`src/rtl/sdac_pkg.sv`:
```
package sdac_pkg;
  typedef enum logic {
    BANK_POS = 1'b0,
    BANK_NEG = 1'b1
  } bank_e;
endpackage

```
`src/rtl/sdac_frame_timer.sv`:
```
module sdac_frame_timer #(
  parameter int HALF_DIV = 2,
  parameter int SLOTS = 64,
  localparam int BIT_P = 2 * HALF_DIV,
  localparam int FRAME_LEN = SLOTS * BIT_P,
  localparam int CNT_W = $clog2(FRAME_LEN)
) (
  input  logic             clk,
  input  logic             rst_n,
  output logic [CNT_W-1:0] cnt_nxt,
  output logic             frame_last,
  output logic             bclk_q,
  output logic             lrclk_q
);
  logic [CNT_W-1:0] cnt_q;

  always_comb begin
    frame_last = (cnt_q == CNT_W'(FRAME_LEN - 1));
    cnt_nxt = frame_last ? '0 : cnt_q + 1'b1;
  end

  // The outputs are registered from the next count, so bclk and lrclk come
  // straight off flops with no gating in their paths.
  always_ff @(posedge clk) begin
    if (!rst_n) begin
      cnt_q   <= '0;
      bclk_q  <= 1'b0;
      lrclk_q <= 1'b1;
    end else begin
      cnt_q   <= cnt_nxt;
      bclk_q  <= (int'(cnt_nxt) % BIT_P) >= HALF_DIV;
      lrclk_q <= (int'(cnt_nxt) / BIT_P) < (SLOTS / 2);
    end
  end

  // every slot starts with bclk low
  assert_slot_start_low_R4: assert property (@(posedge clk) disable iff (!rst_n)
    frame_last |=> !bclk_q);
endmodule

```
`src/rtl/sdac_sm_convert.sv`:
```
module sdac_sm_convert #(
  parameter int SAMPLE_W = 28,
  localparam int MAG_W = SAMPLE_W - 1
) (
  input  logic [SAMPLE_W-1:0] sample,
  output logic                neg,
  output logic [MAG_W-1:0]    mag
);
  logic [SAMPLE_W-1:0] negated;

  always_comb begin
    neg = sample[SAMPLE_W-1];
    negated = -sample;
    if (!neg) begin
      mag = sample[MAG_W-1:0];
    end else if (negated[SAMPLE_W-1]) begin
      mag = '1;
    end else begin
      mag = negated[MAG_W-1:0];
    end
  end
endmodule

```
`src/rtl/sdac_bit_serializer.sv`:
```
module sdac_bit_serializer #(
  parameter int MAG_W = 27,
  parameter int CHAIN_W = 32,
  parameter int SLOTS = 64,
  parameter int BIT_P = 4,
  parameter int CNT_W = 8,
  localparam int PAD_W = CHAIN_W - MAG_W,
  localparam int IDX_W = $clog2(CHAIN_W),
  localparam int FIRST_WORD_SLOT = SLOTS - CHAIN_W
) (
  input  logic             clk,
  input  logic             rst_n,
  input  logic [CNT_W-1:0] cnt_nxt,
  input  logic [MAG_W-1:0] mag,
  output logic             sdata_q
);
  logic [CHAIN_W-1:0] word;
  logic [IDX_W-1:0]   idx;
  logic               in_word;
  logic               bit_nxt;
  int                 slot;

  always_comb begin
    word    = {{PAD_W{1'b0}}, mag};
    slot    = int'(cnt_nxt) / BIT_P;
    in_word = slot >= FIRST_WORD_SLOT;
    idx     = IDX_W'(CHAIN_W - 1 - (slot - FIRST_WORD_SLOT));
    bit_nxt = in_word ? word[idx] : 1'b0;
  end

  // The slot changes only when a new bit period starts, so the data moves
  // together with the falling bit clock.
  always_ff @(posedge clk) begin
    if (!rst_n) sdata_q <= 1'b0;
    else        sdata_q <= bit_nxt;
  end
endmodule

```
`src/rtl/sm_ladder_serializer.sv`:
```
module sm_ladder_serializer #(
  parameter int SAMPLE_W = 28,
  parameter int STAGE_W = 8,
  parameter int STAGES = 4,
  parameter int SLOTS = 64,
  parameter int HALF_DIV = 2
) (
  input  logic                clk,
  input  logic                rst_n,
  input  logic                in_valid,
  output logic                in_ready,
  input  logic [SAMPLE_W-1:0] in_sample,
  output logic                bclk_o,
  output logic                sdata_o,
  output logic                lrclk_o,
  output logic                en_pos_o,
  output logic                en_neg_o
);
  import sdac_pkg::*;

  localparam int MAG_W = SAMPLE_W - 1;
  localparam int CHAIN_W = STAGE_W * STAGES;
  localparam int BIT_P = 2 * HALF_DIV;
  localparam int FRAME_LEN = SLOTS * BIT_P;
  localparam int CNT_W = $clog2(FRAME_LEN);

  logic [CNT_W-1:0] cnt_nxt;
  logic             frame_last;
  logic             s_neg;
  logic [MAG_W-1:0] s_mag;
  logic [MAG_W-1:0] cur_mag;
  bank_e            cur_bank;
  logic             en_pos_q;
  logic             en_neg_q;

  sdac_frame_timer #(.HALF_DIV(HALF_DIV), .SLOTS(SLOTS)) u_timer (
    .clk(clk), .rst_n(rst_n), .cnt_nxt(cnt_nxt), .frame_last(frame_last),
    .bclk_q(bclk_o), .lrclk_q(lrclk_o)
  );

  sdac_sm_convert #(.SAMPLE_W(SAMPLE_W)) u_conv (
    .sample(in_sample), .neg(s_neg), .mag(s_mag)
  );

  sdac_bit_serializer #(
    .MAG_W(MAG_W), .CHAIN_W(CHAIN_W), .SLOTS(SLOTS), .BIT_P(BIT_P), .CNT_W(CNT_W)
  ) u_ser (
    .clk(clk), .rst_n(rst_n), .cnt_nxt(cnt_nxt), .mag(cur_mag), .sdata_q(sdata_o)
  );

  assign in_ready = frame_last;

  // At the frame boundary the bank of the word just shifted is applied and the
  // next word is loaded in the same cycle.
  always_ff @(posedge clk) begin
    if (!rst_n) begin
      cur_mag  <= '0;
      cur_bank <= BANK_POS;
      en_pos_q <= 1'b1;
      en_neg_q <= 1'b0;
    end else if (frame_last) begin
      en_pos_q <= (cur_bank == BANK_POS);
      en_neg_q <= (cur_bank == BANK_NEG);
      if (in_valid) begin
        cur_mag  <= s_mag;
        cur_bank <= s_neg ? BANK_NEG : BANK_POS;
      end else begin
        cur_mag <= '0;
      end
    end
  end

  assign en_pos_o = en_pos_q;
  assign en_neg_o = en_neg_q;

  assert_en_complement_R6: assert property (@(posedge clk) disable iff (!rst_n)
    en_pos_q != en_neg_q);
  assert_en_on_latch_R7: assert property (@(posedge clk) disable iff (!rst_n)
    !$stable(en_pos_q) |-> $rose(lrclk_o));
  assert_sdata_on_fall_R4: assert property (@(posedge clk) disable iff (!rst_n)
    !$stable(sdata_o) |-> $fell(bclk_o));
  assert_pad_zero_R3: assert property (@(posedge clk) disable iff (!rst_n)
    lrclk_o |-> !sdata_o);
  assert_ready_before_latch_R8: assert property (@(posedge clk) disable iff (!rst_n)
    in_ready |=> $rose(lrclk_o));
  assert_latch_on_fall_R5: assert property (@(posedge clk) disable iff (!rst_n)
    $rose(lrclk_o) |-> !bclk_o);
endmodule

```
`config.mk`:
```
export PLATFORM = sky130hd
export DESIGN_NAME = sm_ladder_serializer
export DESIGN_NICKNAME = d
export VERILOG_FILES = /design/src/rtl/sdac_pkg.sv /design/src/rtl/sdac_frame_timer.sv /design/src/rtl/sdac_sm_convert.sv /design/src/rtl/sdac_bit_serializer.sv /design/src/rtl/sm_ladder_serializer.sv
export SDC_FILE = /design/constraint.sdc
export NUM_CORES = 1
export LEC_CHECK = 0
export ABC_AREA = 1
export ABC_CLOCK_PERIOD_IN_PS = 4600
export BUFFER_PORTS_ARGS = -buffer_cell sky130_fd_sc_hd__buf_4
export CORE_MARGIN = 1.5
export CORE_UTILIZATION = 60
export DETAILED_ROUTE_END_ITERATION = 8
export GPL_ROUTABILITY_DRIVEN = 0
export PLACE_DENSITY_LB_ADDON = 0.15
export SETUP_SLACK_MARGIN = 0.1
export SLEW_MARGIN = 40
export SYNTH_ARGS = -nofsm -noshare
export SYNTH_HDL_FRONTEND = slang
export SYNTH_SLANG_ARGS = --single-unit
export TNS_END_PERCENT = 100
```
`constraint.sdc`:
```
create_clock -name clk -period 4.6 [get_ports clk]
set_input_delay 0.46 -clock clk [delete_from_list [all_inputs] [get_ports clk]]
set_output_delay 0.46 -clock clk [all_outputs]
set_load 0.005 [all_outputs]
```
## Word level (Yosys, flattened, before mapping)

Index checks and enable logic that the tools add are counted.

- Register bits after elaboration: 41
- Input port bits: 31
- Output and inout port bits: 6
- Word-level logic and storage cells: 27

- Add/sub/neg operators: 4
- Order comparisons: 4
- Equality and inequality tests: 1
- Muxes and demuxes: 7
- Bitwise gates (word level): 1
- Reductions and logical operators: 2

Operators by type and width:

| kind | count |
|---|---|
| 27-bit 2-to-1 mux | 3 |
| 28-bit negation | 1 |
| 8-bit by 1-bit adder with 8-bit output, second input constant | 1 |
| 8-bit equality test, second input constant | 1 |
| 8-bit 2-to-1 mux | 1 |
| 6-bit greater-or-equal comparator, second input constant | 1 |
| 5-bit by 6-bit < comparator with 1-bit output, second input constant | 1 |
| 6-bit < comparator, second input constant | 1 |
| 1-bit binary-select mux with 5-bit select | 1 |
| 1-bit by 5-bit subtractor with 5-bit output, first input constant | 1 |
| 5-bit by 1-bit subtractor with 5-bit output, second input constant | 1 |
| 2-bit AND reduction | 2 |
| 2-bit greater-or-equal comparator, second input constant | 1 |
| 1-bit 2-to-1 mux | 2 |
| 1-bit inverter | 1 |

## Longest topological paths before layout

Gate-level depths: netlist of run 1.

- Depth after elaboration: 6
- Gate-level depth with buffers: 14

## Modules after synthesis

A second synthesis of run 1 with hierarchy kept.

- Cells, all modules: 476
- Area, all modules: 2940.3 um^2

Modules (own cells, without submodules):

| module | times used | cells an instance | area an instance (um^2) |
|---|---|---|---|
| sm_ladder_serializer | 1 | 134 | 1088.5 |
| sdac_sm_convert | 1 | 196 | 1039.7 |
| sdac_frame_timer | 1 | 61 | 437.9 |
| sdac_bit_serializer | 1 | 85 | 374.1 |

## Least setup slack after synthesis of run 1

OpenSTA, ideal clock, no wires.

- Kind: input -> register
- Start point: in in_sample[1]
- End point: reg cur_mag[10]
- Setup time: 0.112 ns
- Arrival: 1.468 ns
- Required time: 4.488 ns
- Slack: 3.020 ns
- Stages on the path: 10
- Path through: inv_1 -> ha_1 -> nand2_2 -> nor3_4 -> nand4_1 -> nand2_2 -> xor2_1 -> nand2_1 -> nand2_1 -> nand2_1

- Word-level cells in the longest chain between the ends: 4

RTL lines:

| element | RTL line | RTL |
|---|---|---|
| from (decl) | sm_ladder_serializer.sv:12 | `input logic [SAMPLE_W-1:0] in_sample,` |
| 28-bit negation | sdac_sm_convert.sv:13 | `negated = -sample;` |
| 27-bit 2-to-1 mux | sdac_sm_convert.sv:16 | `end else if (negated[SAMPLE_W-1]) begin` |
| 27-bit 2-to-1 mux | sdac_sm_convert.sv:14 | `if (!neg) begin` |
| 27-bit 2-to-1 mux | sm_ladder_serializer.sv:64 | `if (in_valid) begin` |
| to (signal assigned) | sm_ladder_serializer.sv:65 | `cur_mag <= s_mag;` |
| to (decl) | sm_ladder_serializer.sv:31 | `logic [MAG_W-1:0] cur_mag;` |

No other way between the ends.
A chain may end at the register's enable or synchronous reset.

## Worst setup path in the final report of run 1

- Start point: reg u_timer.cnt_q[0]
- End point: out in_ready

- Word-level cells in the longest chain between the ends: 1

RTL lines:

| element | RTL line | RTL |
|---|---|---|
| from (decl) | sdac_frame_timer.sv:15 | `logic [CNT_W-1:0] cnt_q;` |
| from (signal assigned) | sdac_frame_timer.sv:30 | `cnt_q <= cnt_nxt;` |
| 8-bit equality test | sdac_frame_timer.sv:18 | `frame_last = (cnt_q == CNT_W'(FRAME_LEN - 1));` |
| to (decl) | sm_ladder_serializer.sv:11 | `output logic in_ready,` |

No other way between the ends.

==> reports/qor.txt, run 1 <==
Hold Path Origin = rst_n
Total GRT Usage = 29.4%
Worst R2R End = cur_mag[14]
Multi-input gate area = 1630 sq um
hold path cells = 3
CTS tree = done
Critical Path AT = 1610 ps
clock skew = 5.10 ps
Max Cap Violations = 0
r2r worst-path depth = 9
final-report max-slew violation count = 0
Slew @ Worst Pin = 437 ps
Routed Antenna Nets = 0
met2 wire len = 3330 microns
Hold Buf Count CTS = 0
worst-path fanout max = 13
count leader, synth = nand2_1
RSZ-0062 raised after global routing = false
DRT iter0 DRCs = 200
final WL = 6820 microns
Finished Core Util = 70.8%
DRC = 0
register area share after synthesis = 29.5%
WHS Endpoint = u_timer.cnt_q[1]
FILL cells = 401
Die Wd = 70.3 microns
total die area = 4940 sq um
I/O pin count = 37
post-CTS setup buffers = 0
n_diodes = 0
Skew-Pair Late Insertion Delay = 290 ps
ys flop type = dfxtp_1
Setup CP Type = register to output pin
top cells by area, synth = dfxtp_1 29%, nand2_1 20%, nand3_1 9.2%
top sig layer = met4
first-pass GRT wire length = 12000 microns
count of final setup violators = 0
PwrDens = 230 nW/um^2
R2R Setup Slk = 2660 ps
setup TNS = 0 ps
async set-reset flop share out of synthesis = 0%
Worst slew margin = 70.6%
GRT Residual Overflow = 0
syn_area_per_cell = 6.27 sq um
Worst Setup End Kind = output pin
clock period minus worst slack = 2070 ps
worst hold slack = 370 ps
YS warnings = 0
PortBufs = 36
routed wl met3 = 300 microns
cell row count = 24
Post-synth EDFFs = 0
Peak VDD IR = 107 uV
fin crit share = 45.0%
nets = 499
Post-Route M1 WL = 3050 microns
Area Growth Syn to Fin = 13.5%
crit start category = register
Root Driver = clkbuf_8
top cells by count, synth = 143 x nand2_1, 50 x inv_1, 50 x nand3_1
final hold vios = 0
hpwl dp = 5250 microns
Synth area leader = dfxtp_1
pin count of the biggest net entering global routing = 32
Static Leak = 1.56 nW
initial core utilization = 62.4%
clk sinks = 40
clock tree buffer depth = 2
outcome = finished, final reports clean
Synth Instances = 433
FF/Latch Area = 801 sq um
vias in the first global route = 2642
CP startpoint = u_timer.cnt_q[0]
Via density = 5.49
clk slew on worst S/H paths = 70 ps
CTS Buf Count = 5
H-tree Lvls = 2
die height = 70.3 microns
share of cells above drive strength 1 = 15.6%
max frequency = 0.483 GHz
Yosys cell types = 37
Worst Setup Slack, final = 2530 ps
Cell Area, Synth = 2720 sq um
CTS-repair resized insts = 0
Synth top area share = 29.5%
initial antenna violation count = 0
Hold WC Path Type = primary input to register
post-synthesis register bit count = 40
Place WS = 2580 ps
core area = 4350 sq um
vias post-DR = 2847
RR Startpoint = u_timer.cnt_q[0]
routed len/inst = 13.1 microns
critical path required time = 4140 ps
DR pass1 iterations = 8
syn nets = 466
registers in the layout (all words and copies together), names as in the netlist:
name	flops
cur_bank	1
cur_mag	27
en_neg_o	1
en_pos_o	1
u_ser.sdata_q	1
u_timer.cnt_q	8
u_timer.lrclk_q	1
report_power, final:
part           leakage (nW)  switching, W  total (W)  internal [W]
registers             0.323    0.00000229   0.000350      0.000348
logic                  1.20     0.0000704   0.000114     0.0000434
clock network        0.0434      0.000123   0.000244      0.000121
cells by family after synthesis:
group	count (synthesis)	synth area share [%]
DFF	40	29.5
adders and majority gates	2	0.921
buffers and inverters	66	10.5
xor gates and xnor gates	13	4.19
AOI/OAI and AO/OA	46	9.63
and+or+nand+nor	266	45.3
layout make-up:
cell class                 count  share of cell area [%]
clock buffer                   6                    2.68
clock inverter                 2                   0.487
inverter                      55                    6.86
multi-input combinational    327                    52.9
sequential                    40                    26.0
tap                           52                    2.11
timing repair buffer          37                    9.01
metrics by stage:
step,std cells,total power [W],cell area (sq um)
6_report,519,0.000708,3080
5_1_grt,519,0.000741,3080
4_1_cts,519,0.000710,3080
3_5_place_dp,511,0.000470,2990
3_3_place_gp,511,0.000469,2990
2_1_floorplan,433,0.000426,2720
layer usage:
metal	up-vias	global-route usage, %
met5	-	0
met4	0	9.40
met3	15	2.74
met2	101	50.0
met1	1277	39.2
li1	1454	-
worst max path at each step:
stage | endpoint | slack (ps) | cells past startpoint
final | in_ready | 2530 | 6
after global routing | in_ready | 2460 | 6
after CTS | in_ready | 2550 | 6
after detailed placement | cur_mag[2] | 2580 | 7
after global placement | cur_mag[2] | 2630 | 7
after floorplan | cur_mag[10] | 3020 | 10
placed cells by master, fill, tap and decap left out, types with 3 or more instances in the layout:
cell type,instances
nand2_2,4
inv_1,50
a21oi_1,7
inv_2,4
o211ai_1,5
nor2_1,31
buf_4,37
nand4_1,11
nand3_2,4
o21ai_1,9
nand2_1,143
xor2_1,12
nand3_1,50
nor2_2,3
o21ai_0,18
nor3_1,5
clkbuf_8,6
or2_2,3
nand2_4,3
dfxtp_1,40
critical path: stages (launching register included):
cell and delay, ps:
dfxtp_1 390, ha_1 200, nand2_2 210, nor2_4 200, nand2_4 100, inv_6 90, buf_4 100
Note: power is estimated with default switching activity, not from simulation.
==> run 2, diff against run 1 <==
Settings changed: ABC_CLOCK_PERIOD_IN_PS 4600 to 1800, CORE_UTILIZATION 60 to 52.
Clock period 4.6 ns to 1.8 ns, I/O delays scaled along.
==> run 2 against run 1 <==
Net effect:
- power increased to 2.7 times the previous value
- sequential share of layout area decreased by 1.5 points
- register-to-register slack got worse by 2500 ps
- setup slack got worse by 2300 ps
- utilization decreased by 6.3 points
- clock skew increased by 6.9 ps
- first-iteration DRC count decreased by 62%
- non-clock buffer count increased by 11
- via count decreased by 2.3%
- global-route usage decreased by 3.8 points
- critical path depth increased by 2
==> reports/qor.txt, run 2 (synthesis gave the netlist of run 1 again) <==
routed len/inst = 12.3 microns
Worst slew margin = 63.8%
worst hold slack = 82.0 ps
hpwl dp = 5090 microns
Final Non-Filler Cells = 549
initial core utilization = 53.5%
commonest non-fill, non-tap cell in the layout = nand2_1
Finished Core Util = 64.5%
clock skew = 12.0 ps
clock period minus worst slack = 1600 ps
nets = 511
DR pass1 iterations = 4
initial antenna violation count = 0
Root Driver = clkbuf_8
Critical Path AT = 1800 ps
Die Wd = 75.3 microns
Routed Antenna Nets = 0
worst-path fanout max = 14
CTS Buf Count = 5
vias in the first global route = 2570
I/O pin count = 37
setup TNS = 0 ps
total die area = 5670 sq um
final hold vios = 0
count of final setup violators = 0
clk sinks = 40
H-tree Lvls = 2
Total GRT Usage = 25.6%
outcome = finished, final reports clean
Area Growth Syn to Fin = 20.5%
Largest regs = cur_mag (27), u_timer.cnt_q (8)
Peak VDD IR = 282 uV
cell count after placement = 536
Top reg by flops = cur_mag
Via density = 5.07
Hold WC Path Type = primary input to register
Slew @ Worst Pin = 537 ps
Skew-Pair Late Insertion Delay = 300 ps
PwrDens = 595 nW/um^2
CTS tree = done
crit start category = register
RSZ-0062 raised after global routing = false
PortBufs = 36
Hold Buf Count CTS = 0
GRT Residual Overflow = 0
FILL cells = 505
DRT iter0 DRCs = 77
most frequent cells in the layout = 142 x nand2_1, 50 x inv_1, 50 x nand3_1
CP peak stage delay = 390 ps
cell row count = 26
clk slew on worst S/H paths = 80 ps
critical path required time = 2000 ps
pin count of the biggest net entering global routing = 31
n_diodes = 0
max reg flops = 27
Setup CP Type = register to register
clock tree buffer depth = 2
Worst Setup End Kind = register
max frequency = 0.623 GHz
final WL = 6750 microns
Top cell by count, worst path = nand2_4
Static Leak = 1.65 nW
vias post-DR = 2781
crit path max-delay cell type = dfxtp_1
DRC = 0
share of cells above drive strength 1 = 18.6%
CP Cell Sequence = ha_4 > nand2_4 > nor2_4 > nand2_4 > inv_6 > nor2_1 > buf_4 > a22o_1
core area = 5070 sq um
final-report max-slew violation count = 0
die height = 75.3 microns
Max Cap Violations = 0
fin crit share = 89.1%
first-pass GRT wire length = 11100 microns
[run 2: cell types whose count changed in the layout (fill, tap and decap cells not counted), sizes merged]
cell	change
nor2	+1
clkinv	+1
clkbuf	-1
clkinvlp	-1
buf	+11
bufinv	+1
[run 2: per-layer routing]
metal | vias to the layer above | GRT usage [%] | share of wire, %
met5 | - | 0 | 0
met2 | 77 | 43.3 | 46
met1 | 1200 | 33.4 | 47
li1 | 1488 | - | -
met3 | 16 | 3.21 | 4.0
met4 | 0 | 9.72 | 2.8
[run 2: final timing paths]
path / from / to / slack [ps] / cells past startpoint
setup / recovery: u_timer.cnt_q[1] / cur_mag[9] / 200 / 8
hold / removal: rst_n / u_timer.cnt_q[1] / 80 / 3
setup reg to reg: u_timer.cnt_q[1] / cur_mag[9] / 200 / 8
hold reg to reg: cur_mag[20] / cur_mag[20] / 450 / 2
[run 2: cell type report]
| type | count | area [sq um] | area share [%] |
|---|---|---|---|
| Clock buffer | 5 | 68.8 | 2.10 |
| Tap cell | 70 | 87.6 | 2.67 |
| Multi-Input combinational cell | 328 | 1680 | 51.4 |
| Sequential cell | 40 | 802 | 24.5 |
| Inverter | 55 | 214 | 6.53 |
| Clock inverter | 3 | 42.5 | 1.30 |
| Timing Repair Buffer | 48 | 377 | 11.5 |
[run 2: metrics by stage]
stage | setup slack (ps) | power, W | area, sq um
after detailed placement | 94.8 | 0.00121 | 3060
final | 196 | 0.00195 | 3270
after global placement | 133 | 0.00121 | 3060
after CTS | 85.8 | 0.00194 | 3190
after floorplan | 289 | 0.00109 | 2720
after global routing | 89.8 | 0.00202 | 3270
[run 2: repair_timing]
action	CTS	global route
gates cloned	1	0
endpoints found under the setup margin	8	33
gates resized for setup	1	11
pin swaps	1	4
setup buffers	0	4
[run 2: power by group]
part	switching, W	total (W)	internal [W]
Combinational	0.000187	0.000316	0.000129
Sequential	0.00000755	0.000898	0.000890
Clock	0.000323	0.000733	0.000410
[run 2: worst max-delay path, delay by kind of cell (launching register included)]
family | cells | cell delay [ps]
AND/OR/NAND/NOR | 4 | 400
adder cells (fa/ha/maj) | 1 | 170
buffers and inverters | 2 | 310
flip-flops | 1 | 390
AO/OA/AOI/OAI | 1 | 230
